## src/rtl/rfs_pkg.sv

```systemverilog
package rfs_pkg;

    typedef enum logic [2:0] {
        ST_RUN,
        ST_PRE_BURST,
        ST_ENTER,
        ST_SELF,
        ST_RECOVER,
        ST_POST_ONE,
        ST_POST_BURST
    } rfs_state_e;

    typedef enum logic [1:0] {
        KIND_CBR   = 2'd0,
        KIND_BURST = 2'd1,
        KIND_SELF  = 2'd2
    } rfs_kind_e;

endpackage

```

## src/rtl/rfs_tick_gen.sv

```systemverilog
module rfs_tick_gen #(
    parameter int TICK_CYCLES = 1950
) (
    input  logic clk,
    input  logic rst_n,
    output logic tick
);
    localparam int CW = $clog2(TICK_CYCLES);
    localparam logic [CW-1:0] LAST = CW'(TICK_CYCLES - 1);

    logic [CW-1:0] cnt_d, cnt_q;

    always_comb begin
        cnt_d = cnt_q + 1'b1;
        if (cnt_q == LAST) begin
            cnt_d = '0;
        end
    end

    always_ff @(posedge clk) begin
        if (!rst_n) begin
            cnt_q <= '0;
        end else begin
            cnt_q <= cnt_d;
        end
    end

    assign tick = (cnt_q == LAST);
endmodule

```

## src/rtl/rfs_debt_ctr.sv

```systemverilog
module rfs_debt_ctr #(
    parameter int MAX_POSTPONE = 8
) (
    input  logic clk,
    input  logic rst_n,
    input  logic inc,
    input  logic dec,
    output logic owed,
    output logic urgent
);
    localparam int DW = $clog2(MAX_POSTPONE + 1);
    localparam logic [DW-1:0] LIMIT = DW'(MAX_POSTPONE);

    logic [DW-1:0] debt_d, debt_q;

    always_comb begin
        debt_d = debt_q;
        if (inc && !dec) begin
            if (debt_q != LIMIT) begin
                debt_d = debt_q + 1'b1;
            end
        end else if (dec && !inc && debt_q != '0) begin
            debt_d = debt_q - 1'b1;
        end
    end

    always_ff @(posedge clk) begin
        if (!rst_n) begin
            debt_q <= '0;
        end else begin
            debt_q <= debt_d;
        end
    end

    assign owed   = (debt_q != '0);
    assign urgent = (debt_q == LIMIT);
endmodule

```

## src/rtl/rfs_pattern_mon.sv

```systemverilog
module rfs_pattern_mon #(
    parameter int ROWS = 2048
) (
    input  logic clk,
    input  logic rst_n,
    input  logic tick,
    input  logic late,
    input  logic disturb,
    input  logic restart,
    output logic even_mode
);
    localparam int IW = $clog2(ROWS);
    localparam logic [IW-1:0] LAST = IW'(ROWS - 1);

    typedef struct packed {
        logic [IW-1:0] ivl;
        logic          clean;
        logic          even;
    } mon_s;

    mon_s mon_d, mon_q;
    logic clean_now;

    always_comb begin
        mon_d     = mon_q;
        clean_now = mon_q.clean && !disturb && !(tick && late);
        if (restart) begin
            mon_d.ivl   = '0;
            mon_d.clean = 1'b1;
        end else begin
            mon_d.clean = clean_now;
            if (tick) begin
                if (mon_q.ivl == LAST) begin
                    mon_d.even  = clean_now;
                    mon_d.ivl   = '0;
                    mon_d.clean = 1'b1;
                end else begin
                    mon_d.ivl = mon_q.ivl + 1'b1;
                end
            end
        end
    end

    always_ff @(posedge clk) begin
        if (!rst_n) begin
            mon_q <= '{ivl: '0, clean: 1'b1, even: 1'b0};
        end else begin
            mon_q <= mon_d;
        end
    end

    assign even_mode = mon_q.even;
endmodule

```

## src/rtl/dram_refresh_sched.sv

```systemverilog
module dram_refresh_sched
    import rfs_pkg::*;
#(
    parameter int ROWS         = 2048,
    parameter int TICK_CYCLES  = 1950,
    parameter int MAX_POSTPONE = 8,
    parameter int SR_MIN       = 12500,
    parameter int SR_REC       = 17
) (
    input  logic       clk,
    input  logic       rst_n,
    input  logic       lp_req,
    input  logic       ref_gnt,
    input  logic       ext_row_refresh,
    output logic       ref_req,
    output logic [1:0] ref_kind,
    output logic       urgent,
    output logic       sr_enter,
    output logic       sr_exit,
    output logic       sr_active,
    output logic       even_mode
);
    localparam int BW   = $clog2(ROWS);
    localparam int WMAX = (SR_MIN > SR_REC) ? SR_MIN : SR_REC;
    localparam int WW   = $clog2(WMAX + 1);
    localparam logic [BW-1:0] ROW_LAST = BW'(ROWS - 1);
    localparam logic [WW-1:0] MIN_LOAD = WW'(SR_MIN - 1);
    localparam logic [WW-1:0] REC_LOAD = WW'(SR_REC - 1);

    typedef struct packed {
        rfs_state_e    state;
        logic [BW-1:0] brc;
        logic [WW-1:0] wait_cnt;
        logic          sr_even;
        logic          enter_stb;
        logic          exit_stb;
    } ctl_s;

    ctl_s ctl_d, ctl_q;
    logic tick, owed, restart, in_run, tick_run, retire;

    assign in_run   = (ctl_q.state == ST_RUN);
    assign tick_run = tick && in_run;
    assign retire   = in_run && owed && ref_gnt;

    rfs_tick_gen #(.TICK_CYCLES(TICK_CYCLES)) i_tick (
        .clk   (clk),
        .rst_n (rst_n),
        .tick  (tick)
    );

    rfs_debt_ctr #(.MAX_POSTPONE(MAX_POSTPONE)) i_debt (
        .clk    (clk),
        .rst_n  (rst_n),
        .inc    (tick_run),
        .dec    (retire),
        .owed   (owed),
        .urgent (urgent)
    );

    rfs_pattern_mon #(.ROWS(ROWS)) i_mon (
        .clk       (clk),
        .rst_n     (rst_n),
        .tick      (tick_run),
        .late      (owed),
        .disturb   (ext_row_refresh),
        .restart   (restart),
        .even_mode (even_mode)
    );

    always_comb begin
        ctl_d           = ctl_q;
        ctl_d.enter_stb = 1'b0;
        ctl_d.exit_stb  = 1'b0;
        restart         = 1'b0;
        case (ctl_q.state)
            ST_RUN: begin
                if (lp_req && !owed && !tick) begin
                    if (even_mode) begin
                        ctl_d.state = ST_ENTER;
                    end else begin
                        ctl_d.state = ST_PRE_BURST;
                        ctl_d.brc   = ROW_LAST;
                    end
                end
            end
            ST_PRE_BURST: begin
                if (ref_gnt) begin
                    if (ctl_q.brc == '0) begin
                        ctl_d.state = ST_ENTER;
                    end else begin
                        ctl_d.brc = ctl_q.brc - 1'b1;
                    end
                end
            end
            ST_ENTER: begin
                if (ref_gnt) begin
                    ctl_d.state     = ST_SELF;
                    ctl_d.wait_cnt  = MIN_LOAD;
                    ctl_d.sr_even   = even_mode;
                    ctl_d.enter_stb = 1'b1;
                end
            end
            ST_SELF: begin
                if (ctl_q.wait_cnt != '0) begin
                    ctl_d.wait_cnt = ctl_q.wait_cnt - 1'b1;
                end else if (!lp_req) begin
                    ctl_d.state    = ST_RECOVER;
                    ctl_d.wait_cnt = REC_LOAD;
                    ctl_d.exit_stb = 1'b1;
                end
            end
            ST_RECOVER: begin
                if (ctl_q.wait_cnt == '0) begin
                    if (ctl_q.sr_even) begin
                        ctl_d.state = ST_POST_ONE;
                    end else begin
                        ctl_d.state = ST_POST_BURST;
                        ctl_d.brc   = ROW_LAST;
                    end
                end else begin
                    ctl_d.wait_cnt = ctl_q.wait_cnt - 1'b1;
                end
            end
            ST_POST_ONE: begin
                if (ref_gnt) begin
                    ctl_d.state = ST_RUN;
                    restart     = 1'b1;
                end
            end
            ST_POST_BURST: begin
                if (ref_gnt) begin
                    if (ctl_q.brc == '0) begin
                        ctl_d.state = ST_RUN;
                        restart     = 1'b1;
                    end else begin
                        ctl_d.brc = ctl_q.brc - 1'b1;
                    end
                end
            end
            default: ctl_d.state = ST_RUN;
        endcase
    end

    always_ff @(posedge clk) begin
        if (!rst_n) begin
            ctl_q <= '{state: ST_RUN, brc: '0, wait_cnt: '0, sr_even: 1'b0,
                       enter_stb: 1'b0, exit_stb: 1'b0};
        end else begin
            ctl_q <= ctl_d;
        end
    end

    always_comb begin
        ref_req  = 1'b0;
        ref_kind = KIND_CBR;
        case (ctl_q.state)
            ST_RUN:        ref_req = owed;
            ST_POST_ONE:   ref_req = 1'b1;
            ST_PRE_BURST,
            ST_POST_BURST: begin
                ref_req  = 1'b1;
                ref_kind = KIND_BURST;
            end
            ST_ENTER: begin
                ref_req  = 1'b1;
                ref_kind = KIND_SELF;
            end
            default: ref_req = 1'b0;
        endcase
    end

    assign sr_enter  = ctl_q.enter_stb;
    assign sr_exit   = ctl_q.exit_stb;
    assign sr_active = (ctl_q.state == ST_SELF);
endmodule

```

## config.mk

```make
export PLATFORM = sky130hd
export DESIGN_NAME = dram_refresh_sched
export DESIGN_NICKNAME = d
export VERILOG_FILES = /design/src/rtl/rfs_pkg.sv /design/src/rtl/rfs_tick_gen.sv /design/src/rtl/rfs_debt_ctr.sv /design/src/rtl/rfs_pattern_mon.sv /design/src/rtl/dram_refresh_sched.sv
export SDC_FILE = /design/constraint.sdc
export NUM_CORES = 1
export LEC_CHECK = 0
export CAP_MARGIN = 25
export CELL_PAD_IN_SITES_DETAIL_PLACEMENT = 1
export CELL_PAD_IN_SITES_GLOBAL_PLACEMENT = 2
export CORE_ASPECT_RATIO = 0.7
export CORE_UTILIZATION = 37
export DETAILED_ROUTE_END_ITERATION = 8
export PLACE_DENSITY_LB_ADDON = 0.1
export SLEW_MARGIN = 20
export SYNTH_ARGS = -nofsm -noshare
export SYNTH_HDL_FRONTEND = slang
export SYNTH_HIERARCHICAL = 1
export SYNTH_SLANG_ARGS = --single-unit
```

## constraint.sdc

```tcl
create_clock -name clk -period 3.19 [get_ports clk]
set_clock_uncertainty 0.05 [all_clocks]
set_input_delay 0.638 -clock clk [delete_from_list [all_inputs] [get_ports clk]]
set_output_delay 0.638 -clock clk [all_outputs]
set_load 0.01 [all_outputs]
```

# After elaboration in Yosys (flattened, before gate mapping)
# Index checks and enable logic that the tools add are counted.
# totals
ff_bits	59
inputBits	5
output_inout_bits	8
wordCells	117
# classes
add_sub_neg	6
n_eq_ne	25
muxes	35
n_bitwise	3
n_reduce_logical	37
# op_table
op	n
14-bit two-way mux	7
11-bit two-way mux	4
11-bit case mux with 4 select lines	1
14-bit case mux with 3 select lines	1
2-bit inequality test, second input constant	13
11-bit by 1-bit adder with 11-bit output, second input constant	2
11-bit equality test, second input constant	2
3-bit case mux with 7 select lines	1
3-bit two-way mux	6
16-bit two-way mux	1
14-bit logical NOT	1
14-bit nonzero test	1
14-bit by 1-bit subtractor with 14-bit output, second input constant	1
4-bit two-way mux	3
1-bit logical AND	11
11-bit logical NOT	1
11-bit by 1-bit subtractor with 11-bit output, second input constant	1
10-bit AND reduction	1
3-bit equality test, second input constant	3
2-bit two-way mux	4
4-bit nonzero test	2
7-bit AND reduction	1
3-bit by 2-bit equality test with 1-bit output, second input constant	2
1-bit logical NOT	6
20 further kinds	30

# Logic depth before layout (Yosys ltp)
# Gate-level depths: netlist of the first run.
# depth
word_depth	7
ltp_mapped	12
mapped_depth_nobuf	12

# By module
# Netlist of the first run, hierarchy kept.
# by_module_without_submodules
mod	n_inst	cells_each	area_each_um2	seq_area_each_um2
dram_refresh_sched	1	258	1955.6	620.6
rfs_pattern_mon	1	67	638.1	260.2
rfs_tick_gen	1	57	531.8	220.2
rfs_debt_ctr	1	35	329.1	80.1

# Least setup slack after synthesis of the first run
# Ideal clock, no wire load.
# synth_timing
kind	reg-to-reg
start	register ctl_q[28] (netlist name)
end	register i_debt.debt_q[3]
setup_time_ns	0.129
arrival_ns	2.364
required_time_ns	3.011
path_slack_ns	0.647
stages_incl_launch_ff	12
path_buffers	2
period_less_slack_ns	2.543
cell_sequence	dfxtp_1 > clkbuf_1 > buf_1 > nor3_1 > and3_1 > and2b_2 > inv_2 > ha_1 > a21o_1 > a21oi_1 > mux2i_1 > o211ai_1
# synth_via
elab_chain_len	7
word_cells_on_any_way	13
cone_classes	eq/ne (1); mux (1); reduce/logical (11)
# synth_lines
item	line_no	rtl
from (decl)	dram_refresh_sched.sv:39	ctl_s ctl_d, ctl_q;
from (signal assigned)	dram_refresh_sched.sv:147	ctl_q <= '{state: ST_RUN, brc: '0, wait_cnt: '0, sr_even: 1'b0,
from (signal assigned)	dram_refresh_sched.sv:150	ctl_q <= ctl_d;
3-bit logical NOT (*)	dram_refresh_sched.sv:42	assign in_run = (ctl_q.state == ST_RUN);
1-bit logical AND (*) (2 in a row)	dram_refresh_sched.sv:44	assign retire = in_run && owed && ref_gnt;
net retire	dram_refresh_sched.sv:40	logic tick, owed, restart, in_run, tick_run, retire;
1-bit logical NOT or 1-bit logical AND (tied branches)	rfs_debt_ctr.sv:18, rfs_debt_ctr.sv:22	
1-bit logical AND, on equally long branches	rfs_debt_ctr.sv:18, rfs_debt_ctr.sv:22	
2-bit inequality test (no line) or 2-bit nonzero test (tied branches)	n/a	
2-bit AND reduction (no line)	n/a	
to (signal assigned)	rfs_debt_ctr.sv:31	debt_q <= debt_d;
to (decl)	rfs_debt_ctr.sv:14	logic [DW-1:0] debt_d, debt_q;
# The timed path passes the listed nets; every way through them passes the cells marked *.
# A chain may end at the register's enable or synchronous reset.

# Worst setup path in the final report of the first run
# layout_timing
start	register ctl_q[28] (netlist name)
end	output ref_kind[0]
# layout_via
elab_chain_len	3
word_cells_on_any_way	5
cone_classes	eq/ne (3); mux (1); reduce/logical (1)
# layout_lines
item	line_no	rtl
3-bit by 1-bit equality test with 1-bit output or 3-bit equality test (tied branches)	dram_refresh_sched.sv:157	case (ctl_q.state)
2-bit OR reduction	dram_refresh_sched.sv:157	
2-bit case mux with 2 select lines (*)	dram_refresh_sched.sv:157	
to (decl)	dram_refresh_sched.sv:16	output logic [1:0] ref_kind,
# Mark *: on every way between the ends. The rest lies on a longest branch, timed or not.

==> results of run 1 <==
## worst min-delay path by stage
| stage | from | endpoint | slack, ns | cells past startpoint |
|---|---|---|---|---|
| final | ctl_q[14]$_SDFFE_PN0P_ | ctl_q[14]$_SDFFE_PN0P_ | 0.41 | 2 |
| after global routing | ctl_q[14]$_SDFFE_PN0P_ | ctl_q[14]$_SDFFE_PN0P_ | 0.42 | 2 |
| after CTS | ctl_q[14]$_SDFFE_PN0P_ | ctl_q[14]$_SDFFE_PN0P_ | 0.41 | 2 |
| after detailed placement | ctl_q[14]$_SDFFE_PN0P_ | ctl_q[14]$_SDFFE_PN0P_ | 0.41 | 2 |
| after global placement | ctl_q[14]$_SDFFE_PN0P_ | ctl_q[14]$_SDFFE_PN0P_ | 0.39 | 2 |
| after floorplan | ctl_q[14]$_SDFFE_PN0P_ | ctl_q[14]$_SDFFE_PN0P_ | 0.38 | 2 |
## kinds of logic after synthesis
family	synth area share
compound gates	0.243
mux	0.0174
simple gates	0.291
xor+xnor	0.0254
flops	0.342
buf+inv	0.0431
fa+ha+maj	0.0384
## worst max-delay path: stages (launching register included)
cell	delay, ns
dfxtp_1	0.74
nand2b_1	0.16
mux2i_1	0.38
clkdlybuf4s50_1	0.63
## power groups by stage
| stage | clock, mW | combinational (mW) | sequential (mW) |
|---|---|---|---|
| floorplan | 0 | 1.04 | 0.960 |
| CTS | 1.04 | 1.35 | 1.04 |
| finish | 1.01 | 1.35 | 1.04 |
| global placement | 0 | 1.32 | 1.05 |
| detailed placement | 0 | 1.34 | 1.05 |
| global route | 1.07 | 1.50 | 1.07 |
## cell usage in the layout, fill, tap and decap left out, types with 5 or more instances in the layout
cell	Yosys	final
a21oi_1	38	38
and3_1	6	6
buf_4	0	11
clkbuf_16	0	9
clkdlybuf4s50_1	0	12
dfxtp_1	59	59
ha_1	9	9
inv_1	16	16
mux2i_1	6	6
nand2_1	34	34
nand2b_1	10	10
nand3_1	14	14
nand4_1	5	5
nor2_1	33	33
nor2b_1	7	7
nor3_1	13	13
nor4_1	9	9
o21ai_0	29	29
o31ai_1	13	13
or3_1	8	8
or4_1	6	6
xnor2_1	6	6
## registers in the layout (all words and copies together) (netlist names)
name             cells
ctl_q               29
i_mon/mon_q         12
i_mon/even_mode      1
i_tick/cnt_q        11
sr_exit              1
i_debt/debt_q        4
sr_enter             1
## final cells by class
cell class / count / share of cell area
multi-input combinational: 323 / 0.525
sequential: 59 / 0.292
clock buffer: 14 / 0.0702
timing repair buffer: 23 / 0.0501
tap: 124 / 0.0384
inverter: 18 / 0.0167
clock inverter: 1 / 0.00742
## metal layers
layer  vias to the layer above  GRT usage  share of wire
li1                       1582          -              -
met1                      1542      0.284           0.54
met2                        25      0.299           0.43
met3                         8     0.0488          0.021
met4                         0     0.0559          0.011
met5                         -          0              0
## metrics by stage
| step | util | worst slack, ns | instance area (µm²) | power, mW | hold slack [ns] |
|---|---|---|---|---|---|
| 2_1_floorplan | - | 0.647 | 3450 | 2.00 | 0.378 |
| 3_3_place_gp | 0.411 | 0.224 | 3730 | 2.37 | 0.387 |
| 3_5_place_dp | 0.411 | 0.189 | 3730 | 2.39 | 0.405 |
| 4_1_cts | 0.446 | 0.320 | 4050 | 3.43 | 0.412 |
| 5_1_grt | 0.446 | 0.165 | 4050 | 3.64 | 0.421 |
| 6_report | 0.446 | 0.263 | 4050 | 3.41 | 0.407 |
==> results.md, run 1 <==
* Critical Path AT at 2.24 ns
* P_leak at 1.44 nW
* DRC at 0
* Final Net Count at 449
* Ys flop type: dfxtp_1
* Worst R2R End: i_debt/debt_q[3]$_SDFFE_PN0P_
* Commonest cells post-synth: dfxtp_1, a21oi_1, nand2_1
* Reg area at 1180 µm²
* CTS max path bufs at 2
* Hold WC Path Type: reg2reg
* Clock Sinks at 59
* CP startpoint: ctl_q[28]$_SDFFE_PN0P_
* Post-synth EDFFs at 0
* ANT nets after route at 0
* Internal power at 2.10 mW
* Via density per instance at 5.62
* # diodes at 0
* Routed WL per cell at 16.3 µm
* Sw power at 1.31 mW
* Status: completed
* Clk slew on worst S/H paths at 0.05 ns
* Top cell type's share of synthesized area at 0.342
* Yosys warnings at 6
* DRT Wirelength at 9.13 mm
* H-tree Lvls at 3
* Boundary pin count at 13
* Rows at 29
* Clock root buffer: clkbuf_16
* Cell area after synthesis at 3450 µm²
* Combinational Power Share at 0.396
* Dpl cells at 547
* Sequential share of power at 0.306
* Critical path peak fanout at 21
* Multi-input gate area at 2120 µm²
* Cells after Synth at 417
* Syn_nets at 432
* Dpl hpwl at 6.52 mm
* Reg2Reg Setup Slack at 0.34 ns
* F_max at 0.342 GHz
* Sw Share at 0.383
* Vias at 3157
* DR pass1 iterations at 4
* P per Cell Area at 843 nW/µm²
* Kind of critical path: reg2out
* Post-cts resize count at 0
* CP required at 2.50 ns
* Fin crit share at 0.918
* Worst vdd ir at 0.000447 V
* Hold Vio Cnt, Final at 0
* Largest net degree at the start of global routing at 22
* Mapped Avg Cell Area at 8.28 µm²
* R2R depth at 11
* Max-slew headroom at 0.555
* Number of global-route vias before repair at 3103
* Post-CTS Setup Inserts at 0
* Area Growth Syn to Fin at 17.1%
* Finished Layout Cells at 562
* Area leader, netlist: dfxtp_1
* Layout cells sized above 1 at 0.130
* DRT iter0 DRCs at 173
* Core area at 9070 µm²
* Grt ovf at 0
* Filler cells at 1095
* Fraction of registers with async set/reset at 0
* Netlist cell types at 71
* Fin crit period at 2.93 ns
* Critical Path End Type: output pin
* IO buf count at 12
* Final setup viols at 0
* Max Cap Viol at 0
* Seq cells post-synth at 59
* Top post-synthesis cells by area: dfxtp_1, a21oi_1, o21ai_0
* DIE WIDTH at 117 µm
* Crit path launch type: flip-flop
* Latest clock arrival within the worst-skew pair at 0.33 ns
* Sequential element share of the synthesized area at 0.342
* Setup TNS at 0 ns
* Clock network power share at 0.297
* Die ar. at 9730 µm²
* GPL Wtd Cong at 0.795
* Setup crit end: ref_kind[0]
* GRT Resource Usage Total at 0.200
* CTS tree: yes
* Least-Margin Pin Slew at 0.667 ns
* Initial antenna violation count at 0
* Initial Utilization at 0.381
* Unrepaired setup endpoints after global routing: false
* Slew Viols, Final at 0
* Chip height at 82.8 µm
* Cts hold-fix bufs at 0
* TritonCTS Buffers at 9
* Most common cell in the synthesized netlist: dfxtp_1
* Reg2Reg Launch Point: i_tick/cnt_q[0]$_SDFF_PP0_
* First-pass GRT wire length at 15.6 mm
Note: power is estimated with default switching activity, not from simulation.
==> inputs of run 2 (changes only) <==
CTS_BUF_LIST = sky130_fd_sc_hd__clkbuf_8 sky130_fd_sc_hd__clkbuf_16   (was default)
SLEW_MARGIN = default   (was 20)
==> run 2 against run 1 <==
Compared with the run above:
- fmax about the same
- global-route usage unchanged
- critical endpoint unchanged
- largest cell class unchanged
- die area unchanged
- cell count unchanged
- sequential power about the same
- largest power group unchanged
==> results.md, run 2 (synthesis gave the netlist of run 1 again) <==
* Status: completed
* DRT Wirelength at 9.14 mm
* Max-slew headroom at 0.555
* P per Cell Area at 842 nW/µm²
* Core area at 9070 µm²
* Fin crit period at 2.93 ns
* DR pass1 iterations at 4
* Latest clock arrival within the worst-skew pair at 0.33 ns
* Initial antenna violation count at 0
* GPL Wtd Cong at 0.795
* Clock Sinks at 59
* Routing usage on met3 at 0.0488
* Layout cells sized above 1 at 0.130
* Worst vdd ir at 0.000447 V
* Vias at 3157
* Chip height at 82.8 µm
* Largest regs: ctl_q (29), i_mon/mon_q (12), i_tick/cnt_q (11)
* Hold WC Path Type: reg2reg
* P_leak at 1.44 nW
* First-pass GRT wire length at 15.6 mm
* CTS max path bufs at 2
* Met1 global-route usage at 0.284
* Kind of critical path: reg2out
* Max reg flops at 29
* Fin crit share at 0.918
* Unrepaired setup endpoints after global routing: false
* Dpl hpwl at 6.52 mm
* Post-cts resize count at 0
* Largest net degree at the start of global routing at 22
* Critical path peak fanout at 21
* Initial Utilization at 0.381
* Hold Vio Cnt, Final at 0
* Cts hold-fix bufs at 0
* Met2 GRT Util at 0.299
* Boundary pin count at 13
* Filler cells at 1095
* Rows at 29
* TritonCTS Buffers at 9
* Area Growth Syn to Fin at 17.1%
* Final Net Count at 449
* Die ar. at 9730 µm²
* Routed WL per cell at 16.3 µm
* DIE WIDTH at 117 µm
* CP required at 2.50 ns
* Commonest non-fill, non-tap cell in the layout: dfxtp_1
* DRT iter0 DRCs at 173
* Clock root buffer: clkbuf_16
* H-tree Lvls at 3
* Critical Path End Type: output pin
* Via density per instance at 5.62
* Post-CTS Setup Inserts at 0
* ANT nets after route at 0
* Top reg by flops: ctl_q
* GRT Resource Usage Total at 0.200
* Final setup viols at 0
* Most frequent cells in the layout: dfxtp_1, a21oi_1, nand2_1, nor2_1, o21ai_0
* # diodes at 0
* Clk slew on worst S/H paths at 0.05 ns
* Crit path launch type: flip-flop
* Setup TNS at 0 ns
* Grt ovf at 0
* F_max at 0.342 GHz
* DRC at 0
* Critical Path AT at 2.24 ns
* WHS at 0.407 ns
* Slew Viols, Final at 0
* IO buf count at 12
* Max Cap Viol at 0
* GRT busiest layer: met2
* CTS tree: yes
* Least-Margin Pin Slew at 0.667 ns
* Number of global-route vias before repair at 3103
==> run 2: power by group <==
part           total, mW  internal, mW  switching, mW
registers           1.04         0.862          0.182
clock network       1.01         0.682          0.328
logic               1.35         0.555          0.796
==> run 2: final timing paths <==
check | from | endpoint | slack [ns] | cells after the start
min | ctl_q[14]$_SDFFE_PN0P_ | ctl_q[14]$_SDFFE_PN0P_ | 0.41 | 2
max reg2reg | i_tick/cnt_q[0]$_SDFF_PP0_ | i_debt/debt_q[3]$_SDFFE_PN0P_ | 0.33 | 11
min reg2reg | ctl_q[14]$_SDFFE_PN0P_ | ctl_q[14]$_SDFFE_PN0P_ | 0.41 | 2
max | ctl_q[28]$_SDFFE_PN0P_ | ref_kind[0] | 0.26 | 3
==> run 2: critical path, stage by stage, from the launching register on <==
cell and delay, ns:
dfxtp_1 0.74, nand2b_1 0.16, mux2i_1 0.38, clkdlybuf4s50_1 0.63
==> run 2: routing by layer <==
| metal | vias up | share of wire | wire (µm) |
|---|---|---|---|
| met5 | - | 0 | 0 |
| met4 | 0 | 0.0085 | 78 |
| met3 | 7 | 0.021 | 189 |
| met2 | 26 | 0.43 | 3960 |
| met1 | 1542 | 0.54 | 4910 |
| li1 | 1582 | - | - |
==> run 2: cell type report <==
| class | instances | area (µm²) | area share |
|---|---|---|---|
| tap | 124 | 155 | 0.0384 |
| sequential | 59 | 1180 | 0.292 |
| clock buffer | 13 | 280 | 0.0693 |
| clock inverter | 2 | 33.8 | 0.00835 |
| timing repair buffer | 23 | 203 | 0.0501 |
| inverter | 18 | 67.6 | 0.0167 |
| multi-input combinational | 323 | 2120 | 0.525 |
==> run 2: stage by stage <==
stage	total power, mW	setup slack [ns]	instances	cell area (µm²)	util
2_1_floorplan	2.00	0.647	417	3450	-
3_5_place_dp	2.39	0.189	547	3730	0.411
4_1_cts	3.43	0.320	562	4050	0.446
5_1_grt	3.63	0.165	562	4050	0.446
6_report	3.41	0.263	562	4050	0.446
3_3_place_gp	2.37	0.224	547	3730	0.411
